**src/rtl/irqc_pkg.sv**
```systemverilog
package irqc_pkg;
  localparam int NUM_SRC   = 4;
  localparam int SRC_IDX_W = $clog2(NUM_SRC);
  localparam int NUM_PINS  = 2;

  // priority index of each source: lower index wins
  typedef enum logic [SRC_IDX_W-1:0] {
    SRC_PIN0  = 2'd0,
    SRC_CTR   = 2'd1,
    SRC_PIN1  = 2'd2,
    SRC_TBASE = 2'd3
  } src_e;

  typedef struct packed {
    logic                glob_en;
    logic [NUM_SRC-1:0]  src_en;
    logic [NUM_PINS-1:0] edge_mode;
  } irq_cfg_t;
endpackage

```
**src/rtl/irqc_src_flag.sv**
```systemverilog
module irqc_src_flag (
  input  logic clk,
  input  logic rst,
  input  logic latch_mode,
  input  logic set_evt,
  input  logic level_req,
  input  logic clr,
  output logic pending
);
  logic flag_q;

  always_ff @(posedge clk) begin
    if (rst)              flag_q <= 1'b0;
    else if (!latch_mode) flag_q <= 1'b0;
    else if (set_evt)     flag_q <= 1'b1;
    else if (clr)         flag_q <= 1'b0;
  end

  assign pending = latch_mode ? flag_q : level_req;

  // latched event survives into the next cycle
  p_event_latched_r5: assert property (@(posedge clk) disable iff (rst)
    (latch_mode && set_evt) |=> flag_q);

  // an acknowledge without a new event drops the latched request
  p_clear_on_ack_r7: assert property (@(posedge clk) disable iff (rst)
    (latch_mode && clr && !set_evt) |=> !flag_q);
endmodule

```
**src/rtl/irqc_prio_pick.sv**
```systemverilog
module irqc_prio_pick #(
  parameter int N     = 4,
  parameter int IDX_W = $clog2(N)
) (
  input  logic             clk,
  input  logic             rst,
  input  logic [N-1:0]     req,
  output logic [N-1:0]     grant_oh,
  output logic [IDX_W-1:0] grant_idx,
  output logic             any_req
);
  genvar g;
  generate
    for (g = 0; g < N; g++) begin : g_oh
      if (g == 0) begin : g_top
        assign grant_oh[g] = req[g];
      end else begin : g_rest
        assign grant_oh[g] = req[g] & ~(|req[g-1:0]);
      end
    end
  endgenerate

  always_comb begin
    grant_idx = '0;
    for (int i = N - 1; i >= 0; i--) begin
      if (req[i]) grant_idx = IDX_W'(i);
    end
  end

  assign any_req = |req;

  p_single_winner_r2: assert property (@(posedge clk) disable iff (rst)
    $onehot0(grant_oh) && (any_req == (grant_oh != '0)));

  p_winner_is_requester_r2: assert property (@(posedge clk) disable iff (rst)
    any_req |-> req[grant_idx]);
endmodule

```
**src/rtl/irqc_dispatch.sv**
```systemverilog
module irqc_dispatch #(
  parameter int N         = 4,
  parameter int IDX_W     = $clog2(N),
  parameter int VEC_W     = 11,
  parameter int VEC_BASE  = 3,
  parameter int VEC_STEP  = 8
) (
  input  logic             clk,
  input  logic             rst,
  input  logic             insn_boundary,
  input  logic             irq_ack,
  input  logic             reti_pulse,
  input  logic             any_req,
  input  logic [IDX_W-1:0] win_idx,
  output logic             irq_req,
  output logic [VEC_W-1:0] irq_vector,
  output logic             in_service,
  output logic [N-1:0]     clr_oh
);
  logic             req_q;
  logic [VEC_W-1:0] vec_q;
  logic [IDX_W-1:0] gnt_q;
  logic             svc_q;
  logic             ack_ok;
  logic             offer;
  logic [VEC_W-1:0] vec_next;

  assign ack_ok   = irq_ack & req_q;
  assign offer    = insn_boundary & ~svc_q & ~irq_ack & any_req;
  assign vec_next = VEC_W'(VEC_BASE + VEC_STEP * int'(win_idx));

  always_ff @(posedge clk) begin
    if (rst) begin
      req_q <= 1'b0;
      vec_q <= '0;
      gnt_q <= '0;
      svc_q <= 1'b0;
    end else begin
      req_q <= offer;
      if (offer) begin
        vec_q <= vec_next;
        gnt_q <= win_idx;
      end
      if (ack_ok)          svc_q <= 1'b1;
      else if (reti_pulse) svc_q <= 1'b0;
    end
  end

  genvar g;
  generate
    for (g = 0; g < N; g++) begin : g_clr
      assign clr_oh[g] = ack_ok && (gnt_q == IDX_W'(g));
    end
  endgenerate

  assign irq_req    = req_q;
  assign irq_vector = vec_q;
  assign in_service = svc_q;

  p_lockout_r8: assert property (@(posedge clk) disable iff (rst)
    svc_q |-> !req_q);

  p_ack_enters_service_r8: assert property (@(posedge clk) disable iff (rst)
    (irq_ack && req_q) |=> svc_q);

  p_return_leaves_service_r9: assert property (@(posedge clk) disable iff (rst)
    (reti_pulse && !(irq_ack && req_q)) |=> !svc_q);

  p_offer_at_boundary_r10: assert property (@(posedge clk) disable iff (rst)
    (!insn_boundary) |=> !req_q);

  p_stray_ack_ignored_r11: assert property (@(posedge clk) disable iff (rst)
    (irq_ack && !req_q && !svc_q) |=> !svc_q);
endmodule

```
**src/rtl/fixed_prio_irq_ctrl.sv**
```systemverilog
module fixed_prio_irq_ctrl
  import irqc_pkg::*;
#(
  parameter int VEC_W    = 11,
  parameter int VEC_BASE = 3,
  parameter int VEC_STEP = 8
) (
  input  logic                clk,
  input  logic                rst,
  input  logic [NUM_PINS-1:0] ext_pin_n,
  input  logic                ctr_ovf_evt,
  input  logic                tbase_evt,
  input  logic                cfg_load,
  input  logic [NUM_SRC-1:0]  cfg_src_en,
  input  logic                cfg_glob_en,
  input  logic [NUM_PINS-1:0] cfg_edge_mode,
  input  logic                insn_boundary,
  input  logic                irq_ack,
  input  logic                reti_pulse,
  output logic                irq_req,
  output logic [VEC_W-1:0]    irq_vector,
  output logic                in_service
);
  irq_cfg_t            cfg_q;
  logic [NUM_PINS-1:0] pin_prev_q;
  logic [NUM_PINS-1:0] pin_fall;
  logic [NUM_SRC-1:0]  latch_mode;
  logic [NUM_SRC-1:0]  set_evt;
  logic [NUM_SRC-1:0]  level_req;
  logic [NUM_SRC-1:0]  pending;
  logic [NUM_SRC-1:0]  eligible;
  logic [NUM_SRC-1:0]  grant_oh;
  logic [NUM_SRC-1:0]  clr_oh;
  logic [SRC_IDX_W-1:0] win_idx;
  logic                any_req;

  always_ff @(posedge clk) begin
    if (rst) begin
      cfg_q      <= '0;
      pin_prev_q <= '1;
    end else begin
      pin_prev_q <= ext_pin_n;
      if (cfg_load) begin
        cfg_q.glob_en   <= cfg_glob_en;
        cfg_q.src_en    <= cfg_src_en;
        cfg_q.edge_mode <= cfg_edge_mode;
      end
    end
  end

  assign pin_fall = pin_prev_q & ~ext_pin_n;

  // map the four sources onto their priority slots
  always_comb begin
    latch_mode[SRC_PIN0]  = cfg_q.edge_mode[0];
    set_evt[SRC_PIN0]     = pin_fall[0];
    level_req[SRC_PIN0]   = ~ext_pin_n[0];
    latch_mode[SRC_CTR]   = 1'b1;
    set_evt[SRC_CTR]      = ctr_ovf_evt;
    level_req[SRC_CTR]    = 1'b0;
    latch_mode[SRC_PIN1]  = cfg_q.edge_mode[1];
    set_evt[SRC_PIN1]     = pin_fall[1];
    level_req[SRC_PIN1]   = ~ext_pin_n[1];
    latch_mode[SRC_TBASE] = 1'b1;
    set_evt[SRC_TBASE]    = tbase_evt;
    level_req[SRC_TBASE]  = 1'b0;
  end

  genvar g;
  generate
    for (g = 0; g < NUM_SRC; g++) begin : g_src
      irqc_src_flag u_flag (
        .clk        (clk),
        .rst        (rst),
        .latch_mode (latch_mode[g]),
        .set_evt    (set_evt[g]),
        .level_req  (level_req[g]),
        .clr        (clr_oh[g]),
        .pending    (pending[g])
      );
    end
  endgenerate

  assign eligible = pending & cfg_q.src_en & {NUM_SRC{cfg_q.glob_en}};

  irqc_prio_pick #(
    .N     (NUM_SRC),
    .IDX_W (SRC_IDX_W)
  ) u_pick (
    .clk       (clk),
    .rst       (rst),
    .req       (eligible),
    .grant_oh  (grant_oh),
    .grant_idx (win_idx),
    .any_req   (any_req)
  );

  irqc_dispatch #(
    .N        (NUM_SRC),
    .IDX_W    (SRC_IDX_W),
    .VEC_W    (VEC_W),
    .VEC_BASE (VEC_BASE),
    .VEC_STEP (VEC_STEP)
  ) u_disp (
    .clk           (clk),
    .rst           (rst),
    .insn_boundary (insn_boundary),
    .irq_ack       (irq_ack),
    .reti_pulse    (reti_pulse),
    .any_req       (any_req),
    .win_idx       (win_idx),
    .irq_req       (irq_req),
    .irq_vector    (irq_vector),
    .in_service    (in_service),
    .clr_oh        (clr_oh)
  );

  p_grant_enabled_r4: assert property (@(posedge clk) disable iff (rst)
    (grant_oh != '0) |-> (cfg_q.glob_en && ((grant_oh & cfg_q.src_en) == grant_oh)));

  p_master_gate_r4: assert property (@(posedge clk) disable iff (rst)
    (irq_req && !$past(cfg_load)) |-> cfg_q.glob_en);

  p_vector_on_grid_r3: assert property (@(posedge clk) disable iff (rst)
    irq_req |-> (irq_vector == VEC_W'(VEC_BASE) ||
                 irq_vector == VEC_W'(VEC_BASE + VEC_STEP) ||
                 irq_vector == VEC_W'(VEC_BASE + 2 * VEC_STEP) ||
                 irq_vector == VEC_W'(VEC_BASE + 3 * VEC_STEP)));

  p_level_not_latched_r6: assert property (@(posedge clk) disable iff (rst)
    (!cfg_q.edge_mode[0] && ext_pin_n[0]) |-> !grant_oh[SRC_PIN0]);
endmodule

```
**config.mk**
```make
export PLATFORM = sky130hd
export DESIGN_NAME = fixed_prio_irq_ctrl
export DESIGN_NICKNAME = d
export VERILOG_FILES = /design/src/rtl/irqc_pkg.sv /design/src/rtl/irqc_src_flag.sv /design/src/rtl/irqc_prio_pick.sv /design/src/rtl/irqc_dispatch.sv /design/src/rtl/fixed_prio_irq_ctrl.sv
export SDC_FILE = /design/constraint.sdc
export NUM_CORES = 1
export LEC_CHECK = 0
export ABC_AREA = 1
export BUFFER_PORTS_ARGS = -buffer_cell sky130_fd_sc_hd__buf_2
export CAP_MARGIN = 10
export CORE_ASPECT_RATIO = 0.9
export CORE_MARGIN = 1
export CORE_UTILIZATION = 42
export DETAILED_ROUTE_END_ITERATION = 8
export PLACE_DENSITY = 0.77
export SYNTH_ARGS = -nofsm -noshare
export SYNTH_HDL_FRONTEND = slang
export SYNTH_SLANG_ARGS = --single-unit
```
**constraint.sdc**
```tcl
create_clock -name clk -period 1.2 [get_ports clk]
set_clock_uncertainty 0.2 [all_clocks]
set_input_delay 0.18 -clock clk [delete_from_list [all_inputs] [get_ports clk]]
set_output_delay 0.18 -clock clk [all_outputs]
set_load 0.02 [all_outputs]
```
==> summary.md, run 1 <==
| Metric | Value |
|---|---|
| Netlist cell types | `19` |
| Final worst setup slack | `-11.4 ps` |
| Remaining DRCs | `0` |
| Biggest area consumer among synthesized cells | `dfxtp_1` |
| Crit path time final | `1210 ps` |
| H-tree Lvls | `1` |
| Failing checks | `setup timing` |
| Sequential fraction of the synthesis area | `between 40% and 50%` |
| Status | `complete, but fails checks` |
| Clk buf depth | `2` |
| Chip width | `between 40 and 50 um` |
| RSZ-0062 raised after global routing | `true` |
| Post-synth EDFFs | `0` |
| Number of diodes | `0` |
| Critical-path cell list | `nor3b_4 > nand2_2 > nand2_2 > nand2_2 > inv_2 > nor2_2` |
| Global-route wire length before repair | `about 2800 um` |
| Core footprint | `between 1500 and 2000 um2` |
| IO Pins | `30` |
| Worst Path Buf+Inv | `1` |
| Synth Register Bits | `18` |
| Final setup violation count | `1` |
| Largest net degree at the start of global routing | `12` |
| TritonCTS clock tree | `yes` |
| Cell area power density | `slightly below 1000 nW/um2` |
| Critical path capture point type | `flop` |
| Full die area | `2120 um2` |
| Min Hold Slack | `about 13 ps` |
| CTS sink count | `18` |
| Nets@finish | `approximately 170` |
| DRT Pass-1 Iters | `4` |
| Root Driver | `clkbuf_4` |
| Min-delay worst type | `primary input to flop` |
| Row count | `14` |
| Top cells by count, synth | `dfxtp_1, nand2_1, inv_1` |
| Tcrit/Tclk final | `101%` |
| Total global-route track usage | `about 17%` |
| Max Cap Viol | `0` |
| Post-synth top area share | `roughly 44%` |
| Critical path class | `flop to flop` |
| Largest stage delay, worst path | `between 300 and 400 ps` |
| Power after layout | `~1.1 mW` |
| CTS clock-pin slew for the worst setup and hold paths | `approximately 90 ps` |
| Fmax | `between 800 and 900 MHz` |
| DR vias | `782` |
| Ys async rst share | `0%` |
| Critical-path top delay cell | `dfxtp_4` |
| Cell family with most CP delay | `simple AND/OR/NAND/NOR gates` |
| Initial antenna violation count | `0` |
| Max rail drop VDD | `around 750 uV` |
| Leak pwr | `0.567 nW` |
| Synthesis warning total | `0` |
| Initial core utilization | `between 40% and 50%` |
| Hpwl dp | `roughly 1200 um` |
| Synth top area cells | `dfxtp_1, nand2_1, buf_4` |
| DR vias/cell | `approximately 4.6` |
| Fin. Hold Viols | `0` |
| Worst-path fanout max | `4` |
| Mean Syn Cell Area | `around 7.5 um2` |
| Area grow syn2layout | `40.3%` |
| Vias in the first global route | `692` |
| CP startpoint kind | `flop` |
| DR iter-0 viols | `15` |
| I/O Buffers | `22` |
| Wirelength per Cell | `10.0 um` |
| Most used DFF post-synth | `dfxtp_1` |
| Routed WL | `between 1500 and 2000 um` |
| Synthesized area | `~810 um2` |
| Routed Antenna Nets | `0` |
| Critical path arrival | `~1200 ps` |
| Layout cells sized above 1 | `between 30 and 40%` |
| Max Slew Vio Count | `0` |
| Gate Count Post-Synth | `109` |
| Total CTS buffers | `3` |
| Clk Latency, worst-skew pair | `290 ps` |
| Gp weighted congestion | `0.743` |
| Most common cell on crit path | `nand2_2` |
| Post-CTS setup repair buffer count | `0` |
| Die Ht | `43.7 um` |
| Total global routing overflow | `0` |
| Crit path required time | `about 1200 ps` |
## layout by cell type, fill, tap and decap left out, types with 5 or more instances in the layout
master          n
buf_2          16
dlygate4sd3_1  14
nand2_1        13
inv_1          12
nor2_1         12
dfxtp_1        10
nand2_2         8
o21ai_0         7
a21oi_1         7
conb_1          7
buf_4           7
dfxtp_2         6
inv_2           5
nand3_1         5
## what timing repair did
item,CTS,global route
gates resized for setup,9,15
pin swaps,0,3
hold buffers,14,0
endpoints found under the setup margin,6,10
hold endpoints to repair,12,0
## cells by family (layout without fill, tap and decap cells)
| kind of cell | Yosys count | count (layout) | share of synthesized area (%) |
|---|---|---|---|
| other | 1 | 7 | 0.461 |
| flip-flops | 18 | 18 | 44.3 |
| buffers and inverters | 28 | 60 | 16.9 |
| AO/OA/AOI/OAI | 18 | 18 | 12.3 |
| AND/OR/NAND/NOR | 44 | 44 | 26.0 |
## through the flow
step | setup WS (ps) | util (%) | TNS (ps) | instance area (um2) | std cells
floorplan | 14.5 | - | 0 | 837 | 115
global placement | -0.172 | 53.1 | -0.172 | 930 | 154
detailed placement | -48.4 | 53.1 | -48.4 | 930 | 154
CTS | -9.99 | 63.4 | -21.0 | 1110 | 171
global route | -71.8 | 65.1 | -195 | 1140 | 171
finish | -11.4 | 65.1 | -11.4 | 1140 | 171
## power breakdown
part	internal [mW]	switching, mW
Clock	0.117	0.178
Sequential	0.625	0.0182
Combinational	0.0905	0.0944
Total	0.832	0.290
## per-layer routing
layer	part of all wire, %	vias up	wire length [um]	track usage (%)
met4	1.6	0	28	7.06
li1	-	403	-	-
met3	5.2	4	89	5.26
met1	46	351	785	20.9
met2	47	24	808	29.9
met5	0	-	0	0
## worst reg2reg max path, delay by kind of cell (launching register included)
| kind | cells | cell delay [ps] |
|---|---|---|
| flip-flops | 1 | 370 |
| AND/OR/NAND/NOR | 5 | 500 |
| buffers and inverters | 1 | 40 |
## final timing paths
| kind | startpoint | end | slack [ps] | cells past startpoint |
|---|---|---|---|---|
| worst min register to register | g_src[1].u_flag.flag_q$_SDFFE_PP0P_ | g_src[1].u_flag.flag_q$_SDFFE_PP0P_ | 290 | 2 |
| worst max register to register | u_disp.in_service$_SDFFE_PP0P_ | u_disp.gnt_q[0]$_SDFFE_PP0P_ | -10 | 6 |
| worst min-delay path | cfg_load | cfg_q[5]$_SDFFE_PP0P_ | 10 | 3 |
| worst max-delay path | u_disp.in_service$_SDFFE_PP0P_ | u_disp.gnt_q[0]$_SDFFE_PP0P_ | -10 | 6 |
## cell type report
| cell class | instances | area (um2) |
|---|---|---|
| fillers | 156 | 611 |
| flip-flops and latches | 18 | 375 |
| multi-input cells | 69 | 350 |
| repair buffers | 39 | 295 |
| inverters | 18 | 67.6 |
| well taps | 24 | 30.0 |
| clock buffers | 3 | 22.5 |
## flip-flops by register name (all words and copies together) (netlist names)
signal,flops
u_disp.irq_vector,1
pin_prev_q,2
u_disp.gnt_q,2
u_disp.in_service,1
cfg_q,7
u_disp.irq_req,1
g_src.u_flag.flag_q,4
Power figures use the tool's default switching activity.
==> inputs of run 2 (changes only) <==
Settings changed: SETUP_SLACK_MARGIN set to 0.3.
==> run 2 against run 1 <==
  * The run ends with hold timing, setup timing left
  * Sequential share of layout area grew 1.9 points
  * First-iteration DRC count fell by 33%
  * Global-route usage increased by 0.68 points
  * Register-to-register slack worse by 50 ps
  * Core utilization decreased by 1.7 points
  * Total power rose by 4.7%
  * Setup slack lost 46 ps
  * Worst hold slack worse by 130 ps
  * Die area is the same
  * Clock-buffer cell count rose by 1
  * Non-clock buffer count down 11
  * Final cell count shrank 5.8%
  * Critical path type unchanged
  * Largest power group unchanged
==> summary.md, run 2 (synthesized netlist as in run 1, its figures left out) <==
| Metric | Value |
|---|---|
| Fillcell total | `161 (was 156)` |
| Min Hold Slack | `-122 ps (was 12.7 ps)` |
| Largest register FFs | `7 (unchanged)` |
| Full die area | `2120 um2 (unchanged)` |
| RSZ-0062 raised after global routing | `true (unchanged)` |
| Most common cell on crit path | `nand2_2 (unchanged)` |
| Status | `complete, but fails checks (unchanged)` |
| H-tree Lvls | `1 (unchanged)` |
| Reg-to-reg startpoint | `u_disp.in_service$_SDFFE_PP0P_ (unchanged)` |
| Chip width | `48.4 um (unchanged)` |
| Layout cells sized above 1 | `46.7% (was 36.1%)` |
| Crit path required time | `1200 ps (about the same)` |
| Fmax | `795 MHz (was 825 MHz)` |
| Final worst setup slack | `-57.9 ps (was -11.4 ps)` |
| Cell area power density | `1060 nW/um2 (was 984 nW/um2)` |
| Worst Path Buf+Inv | `1 (unchanged)` |
| TritonCTS clock tree | `yes (unchanged)` |
| DR vias | `741 (was 782)` |
| Total CTS buffers | `3 (unchanged)` |
| Largest stage delay, worst path | `370 ps (about the same)` |
| Crit path time final | `1260 ps (was 1210 ps)` |
| Number of cells after detailed placement | `154 (unchanged)` |
| Wirelength per Cell | `10.8 um (was 10.0 um)` |
| Critical-path top delay cell | `dfxtp_4 (unchanged)` |
| Worst r2r path cells | `6 (unchanged)` |
| Initial antenna violation count | `0 (unchanged)` |
| Final setup violation count | `2 (was 1)` |
| Area grow syn2layout | `36.6% (was 40.3%)` |
| Total global-route track usage | `18.2% (was 17.5%)` |
| Tcrit/Tclk final | `105% (was 101%)` |
| Min-delay worst type | `primary input to flop (unchanged)` |
| Commonest non-fill, non-tap cells in the layout | `buf_2, nand2_1, nor2_1 (was buf_2, dlygate4sd3_1, nand2_1)` |
| Hold depth | `3 (unchanged)` |
| CTS sink count | `18 (unchanged)` |
| I/O Buffers | `22 (unchanged)` |
| IO Pins | `30 (unchanged)` |
| Failing checks | `hold timing, setup timing (was setup timing)` |
| Routed Antenna Nets | `0 (unchanged)` |
| CP startpoint kind | `flop (unchanged)` |
| Fin. Hold Viols | `14 (was 0)` |
| Multi-input logic area | `383 um2 (was 350 um2)` |
| Die Ht | `43.7 um (unchanged)` |
| Worst Hold End | `pin_prev_q[0]$_SDFF_PP1_ (was cfg_q[5]$_SDFFE_PP0P_)` |
| Total global routing overflow | `0 (unchanged)` |
| Number of diodes | `0 (unchanged)` |
| Row count | `14 (unchanged)` |
| Critical-path cell list | `nor3b_4 > nand2_2 > nand2_2 > nand2_1 > inv_2 > nor2_2 (was nor3b_4 > nand2_2 > nand2_2 > nand2_2 > inv_2 > nor2_2)` |
| Critical path capture point type | `flop (unchanged)` |
| Nets@finish | `155 (was 166)` |
| Clk buf depth | `2 (unchanged)` |
| Core footprint | `1750 um2 (unchanged)` |
| Hpwl dp | `1170 um (about the same)` |
| Hold_sp | `ext_pin_n[0] (was cfg_load)` |
| Reg2reg setup slack | `-60 ps (was -10 ps)` |
| Worst-path fanout max | `4 (unchanged)` |
| Critical path class | `flop to flop (unchanged)` |
| Vias in the first global route | `702 (was 692)` |
| Max rail drop VDD | `620 uV (was 752 uV)` |
| DR iter-0 viols | `10 (was 15)` |
| Initial core utilization | `46.4% (unchanged)` |
| Cell Count, Final, Fillers Out | `161 (was 171)` |
| Clk Latency, worst-skew pair | `300 ps (was 290 ps)` |
| Commonest non-fill, non-tap cell in the layout | `buf_2 (unchanged)` |
| Leak pwr | `0.549 nW (was 0.567 nW)` |
| Max Cap Viol | `0 (unchanged)` |
| Top reg by flops | `cfg_q (unchanged)` |
| Remaining DRCs | `0 (unchanged)` |
| Largest net degree at the start of global routing | `12 (unchanged)` |
| Cell family with most CP delay | `simple AND/OR/NAND/NOR gates (unchanged)` |
| Storage cell area | `387 um2 (was 375 um2)` |
| Gp weighted congestion | `0.755 (was 0.743)` |
| Largest registers | `cfg_q x7, g_src.u_flag.flag_q x4 (unchanged)` |
| Root Driver | `clkbuf_4 (unchanged)` |
| DR vias/cell | `4.60 (was 4.57)` |
| Routed WL | `1740 um (was 1710 um)` |
| Global-route wire length before repair | `2850 um (was 2790 um)` |
| Reg2reg end | `u_disp.gnt_q[0]$_SDFFE_PP0P_ (unchanged)` |
| Critical path arrival | `1260 ps (was 1210 ps)` |
| DRT Pass-1 Iters | `6 (was 4)` |
| CTS clock-pin slew for the worst setup and hold paths | `100 ps (was 90 ps)` |
| Max Slew Vio Count | `0 (unchanged)` |
==> run 2: where the power goes <==
| group | leakage (nW) | internal, mW | switching [mW] |
|---|---|---|---|
| Clock | 0.0210 | 0.185 | 0.191 |
| Sequential | 0.154 | 0.618 | 0.0216 |
| Combinational | 0.374 | 0.0673 | 0.0918 |
==> run 2: cell type report <==
type	instances	share of cell area, %
Sequential cell	18	34.8
Timing Repair Buffer	28	18.0
Multi-Input combinational cell	69	34.5
Tap cell	24	2.70
Inverter	18	6.76
Clock buffer	4	3.27
==> run 2: what timing repair did <==
action,CTS,global route
endpoints found under the hold margin,16,14
gates resized for setup,27,6
pin swaps,10,4
setup endpoints to repair,15,20
buffers inserted,3,0
==> run 2: worst max path at each step <==
stage / startpoint / endpoint / slack (ps) / depth (start not counted)
2_1_floorplan: u_disp.in_service$_SDFFE_PP0P_ / u_disp.gnt_q[0]$_SDFFE_PP0P_ / 40 / 6
3_3_place_gp: cfg_q[1]$_SDFFE_PP0P_ / u_disp.gnt_q[0]$_SDFFE_PP0P_ / 6 / 9
3_5_place_dp: cfg_q[6]$_SDFFE_PP0P_ / u_disp.gnt_q[0]$_SDFFE_PP0P_ / -40 / 9
4_1_cts: cfg_q[6]$_SDFFE_PP0P_ / u_disp.gnt_q[0]$_SDFFE_PP0P_ / -20 / 9
5_1_grt: cfg_q[6]$_SDFFE_PP0P_ / u_disp.gnt_q[0]$_SDFFE_PP0P_ / -110 / 9
6_report: u_disp.in_service$_SDFFE_PP0P_ / u_disp.gnt_q[0]$_SDFFE_PP0P_ / -60 / 6
==> run 2: stage by stage <==
step / setup WS, ps / setup TNS [ps] / total power [mW] / util, % / instance area [um2]
floorplan: 35.9 / 0 / 0.757 / - / 868
global placement: 6.39 / 0 / 0.788 / 54.6 / 956
detailed placement: -40.4 / -50.1 / 0.793 / 54.6 / 956
CTS: -22.2 / -26.3 / 1.18 / 62.1 / 1090
global route: -111 / -254 / 1.23 / 63.4 / 1110
finish: -57.9 / -69.0 / 1.17 / 63.4 / 1110
==> run 2: per-layer routing <==
metal | up-vias | track usage, % | share of wire (%)
met5 | - | 0 | 0
met4 | 0 | 1.76 | 0
met3 | 0 | 7.37 | 6.3
met2 | 29 | 34.1 | 52
met1 | 330 | 20.3 | 42
li1 | 382 | - | -
==> run 2: worst register-to-register path, delay by kind of cell (launching register included) <==
kind / cells / cell delay, ps
and+or+nand+nor: 5 / 550
DFF: 1 / 370
buffers and inverters: 1 / 50
==> inputs of run 3 (changes only) <==
Settings changed: ABC_AREA 1 to unset, CORE_UTILIZATION 42 to 50, PLACE_DENSITY 0.77 to 0.86, SLEW_MARGIN set to 20.
Clock period 1.2 ns to 1.55 ns, I/O delays scaled along.
==> run 3 against run 2 <==
  * The run ends with DRC left
  * First-iteration DRC count is 10% lower
  * Sequential cell count stayed put
  * Largest power group unchanged
  * Sequential power is 23% lower
  * Non-clock buffer count is 10 higher
  * Total power is 22% lower
  * Via count is 2.3% lower
  * Critical path depth is 2 lower
==> summary.md, run 3 <==
| Metric | Value |
|---|---|
| Status | `complete, but fails checks (unchanged)` |
| Failing checks | `DRC (was hold timing, setup timing)` |
| Worst slack, placed | `112 ps (was -40.4 ps)` |
| RSZ-0062 raised after global routing | `true (unchanged)` |
| Total global-route track usage | `22.0% (was 18.2%)` |
| Critical path class | `flop to flop (unchanged)` |
| Crit path time final | `1400 ps (was 1260 ps)` |
| Wirelength per Cell | `13.1 um (was 10.8 um)` |
| Synth top area cells | `dfxtp_1, mux2i_1, buf_4 (was dfxtp_1, nand2_1, buf_4)` |
| Initial core utilization | `54.6% (was 46.4%)` |
| Hpwl dp | `1180 um (was 1170 um)` |
| Max Cap Viol | `0 (unchanged)` |
| Clk Latency, worst-skew pair | `300 ps (about the same)` |
| Full die area | `1760 um2 (was 2120 um2)` |
| Power after layout | `916 uW (was 1.17 mW)` |
| Final core utilization | `79.2% (was 63.4%)` |
| Top reg by flops | `cfg_q (unchanged)` |
| TritonCTS clock tree | `yes (unchanged)` |
| Root Driver | `clkbuf_4 (unchanged)` |
| Gp weighted congestion | `0.732 (was 0.755)` |
| Biggest area consumer among synthesized cells | `dfxtp_1 (unchanged)` |
| Largest registers | `cfg_q x7, g_src.u_flag.flag_q x4 (unchanged)` |
| H-tree Lvls | `1 (unchanged)` |
| CTS clock-pin slew for the worst setup and hold paths | `110 ps (was 100 ps)` |
| IO Pins | `30 (unchanged)` |
| Post-synth top area share | `45.1% (was 44.3%)` |
| Tcrit/Tclk final | `90.2% (was 105%)` |
| Synth Register Bits | `18 (unchanged)` |
| Fin area | `1160 um2 (was 1110 um2)` |
| Synthesized area | `800 um2 (was 813 um2)` |
| Most used DFF post-synth | `dfxtp_1 (unchanged)` |
| Top cells by count, synth | `dfxtp_1, nor2_1, buf_4 (was dfxtp_1, nand2_1, inv_1)` |
| Final setup violation count | `0 (was 2)` |
| Ys async rst share | `0% (unchanged)` |
| P_sw | `231 uW (was 305 uW)` |
| Commonest non-fill, non-tap cells in the layout | `buf_2, nor2_1, dlygate4sd3_1 (was buf_2, nand2_1, nor2_1)` |
| Core footprint | `1460 um2 (was 1750 um2)` |
| Global-route wire length before repair | `2630 um (was 2850 um)` |
| Sequential fraction of the synthesis area | `45.1% (was 44.3%)` |
| Min-delay worst type | `primary input to flop (unchanged)` |
| CTS sink count | `18 (unchanged)` |
| Critical path capture point type | `flop (unchanged)` |
| Routed WL | `1790 um (was 1740 um)` |
| DR iter-0 viols | `9 (was 10)` |
| Final worst setup slack | `152 ps (was -57.9 ps)` |
| Comb pwr share | `13.7% (was 13.5%)` |
| Routed Antenna Nets | `0 (unchanged)` |
| Commonest non-fill, non-tap cell in the layout | `buf_2 (unchanged)` |
| Mean Syn Cell Area | `9.41 um2 (was 7.46 um2)` |
| Leak pwr | `0.494 nW (was 0.549 nW)` |
| Number of cells after detailed placement | `117 (was 154)` |
| Worst-path fanout max | `3 (was 4)` |
| Netlist cell types | `30 (was 19)` |
| Cell Count, Final, Fillers Out | `137 (was 161)` |
| Max rail drop VDD | `798 uV (was 620 uV)` |
| Synthesis warning total | `0 (unchanged)` |
| Setup_tns | `0 ps (was -69.0 ps)` |
| Clock power share | `32.3% (was 32.0%)` |
| Total CTS buffers | `3 (unchanged)` |
| CP startpoint kind | `flop (unchanged)` |
| Fin. Hold Viols | `0 (was 14)` |
| Initial antenna violation count | `0 (unchanged)` |
| Post-synth EDFFs | `0 (unchanged)` |
| Die Ht | `39.9 um (was 43.7 um)` |
| DR vias | `724 (was 741)` |
| Sw frac | `25.3% (was 25.9%)` |
| Fillcell total | `106 (was 161)` |
| Total global routing overflow | `0 (unchanged)` |
| Gate Count Post-Synth | `85 (was 109)` |
| Row count | `13 (was 14)` |
| Crit path from | `g_src[0].u_flag.flag_q$_SDFFE_PP0P_ (was u_disp.in_service$_SDFFE_PP0P_)` |
| Crit path required time | `1590 ps (was 1200 ps)` |
| DRT Pass-1 Iters | `8 (was 6)` |
| Clk buf depth | `2 (unchanged)` |
| Remaining DRCs | `1 (was 0)` |
| Hold_sp | `irq_ack (was ext_pin_n[0])` |
| Largest register FFs | `7 (unchanged)` |
| Count leader, synth | `dfxtp_1` |
| Fmax | `716 MHz (was 795 MHz)` |
| Layout cells sized above 1 | `41.8% (was 46.7%)` |
| Reg-to-reg startpoint | `g_src[0].u_flag.flag_q$_SDFFE_PP0P_ (was u_disp.in_service$_SDFFE_PP0P_)` |
| Max Slew Vio Count | `0 (unchanged)` |
| Critical path arrival | `1440 ps (was 1260 ps)` |
| Vias in the first global route | `588 (was 702)` |
| Nets@finish | `140 (was 155)` |
| Worst r2r path cells | `4 (was 6)` |
| Int Pwr | `685 uW (was 870 uW)` |
| Seq pwr share | `54.0% (was 54.4%)` |
| Placed Area | `881 um2 (was 956 um2)` |
| Hold depth | `3 (unchanged)` |
| Number of diodes | `0 (unchanged)` |
| Largest net degree at the start of global routing | `19 (was 12)` |
| Min Hold Slack | `33.4 ps (was -122 ps)` |
| Area grow syn2layout | `45.1% (was 36.6%)` |
| DR vias/cell | `5.28 (was 4.60)` |
| Cell area power density | `790 nW/um2 (was 1060 nW/um2)` |
| Chip width | `44.2 um (was 48.4 um)` |
| I/O Buffers | `22 (unchanged)` |
-- run 3: layout make-up --
cell class / instances / area, um2 / area share [%]
flip-flops and latches: 18 / 383 / 33.0
multi-input cells: 60 / 417 / 35.9
repair buffers: 38 / 298 / 25.7
well taps: 15 / 18.8 / 1.62
clock buffers: 4 / 36.3 / 3.13
inverters: 2 / 7.51 / 0.647
-- run 3: power by group through the flow --
stage	Sequential [mW]	Combinational [mW]	Clock, mW
3_3_place_gp	0.506	0.0913	0
6_report	0.495	0.125	0.296
3_5_place_dp	0.508	0.0934	0
4_1_cts	0.497	0.122	0.294
5_1_grt	0.498	0.138	0.313
2_1_floorplan	0.504	0.0779	0
-- run 3: worst max-delay path, stage by stage (launching register included) --
cell,delay [ps]
dfxtp_2,350
nand2b_4,130
o2111ai_4,130
a311o_1,410
a21oi_2,110
-- run 3: logic make-up after synthesis --
logic type / synth area share (%)
DFF: 45.1
muxes: 8.76
other: 0.469
buffers and inverters: 10.0
AOI/OAI and AO/OA: 15.8
and+or+nand+nor: 19.9
-- run 3: final timing paths --
check,slack [ps],endpoint
setup / recovery,150,u_disp.irq_vector[1]$_SDFFE_PP0P_
hold / removal,30,u_disp.in_service$_SDFFE_PP0P_
setup reg to reg,150,u_disp.irq_vector[1]$_SDFFE_PP0P_
hold reg to reg,310,u_disp.irq_vector[1]$_SDFFE_PP0P_
-- run 3: per-layer routing --
| layer | part of all wire (%) | vias to the layer above | wire [um] | global-route usage (%) |
|---|---|---|---|---|
| met5 | 0 | - | 0 | 0 |
| met2 | 50 | 30 | 888 | 38.2 |
| met3 | 7.8 | 8 | 139 | 10.4 |
| met1 | 41 | 330 | 730 | 24.2 |
| li1 | - | 356 | - | - |
| met4 | 1.9 | 0 | 34 | 7.58 |
-- run 3: repair_timing --
item | in CTS | in global routing
hold endpoints to repair | 12 | 0
buffers inserted | 3 | 1
pin swaps | 5 | 2
setup endpoints to repair | 10 | 13
resized for setup | 23 | 9
hold buffers | 12 | 0
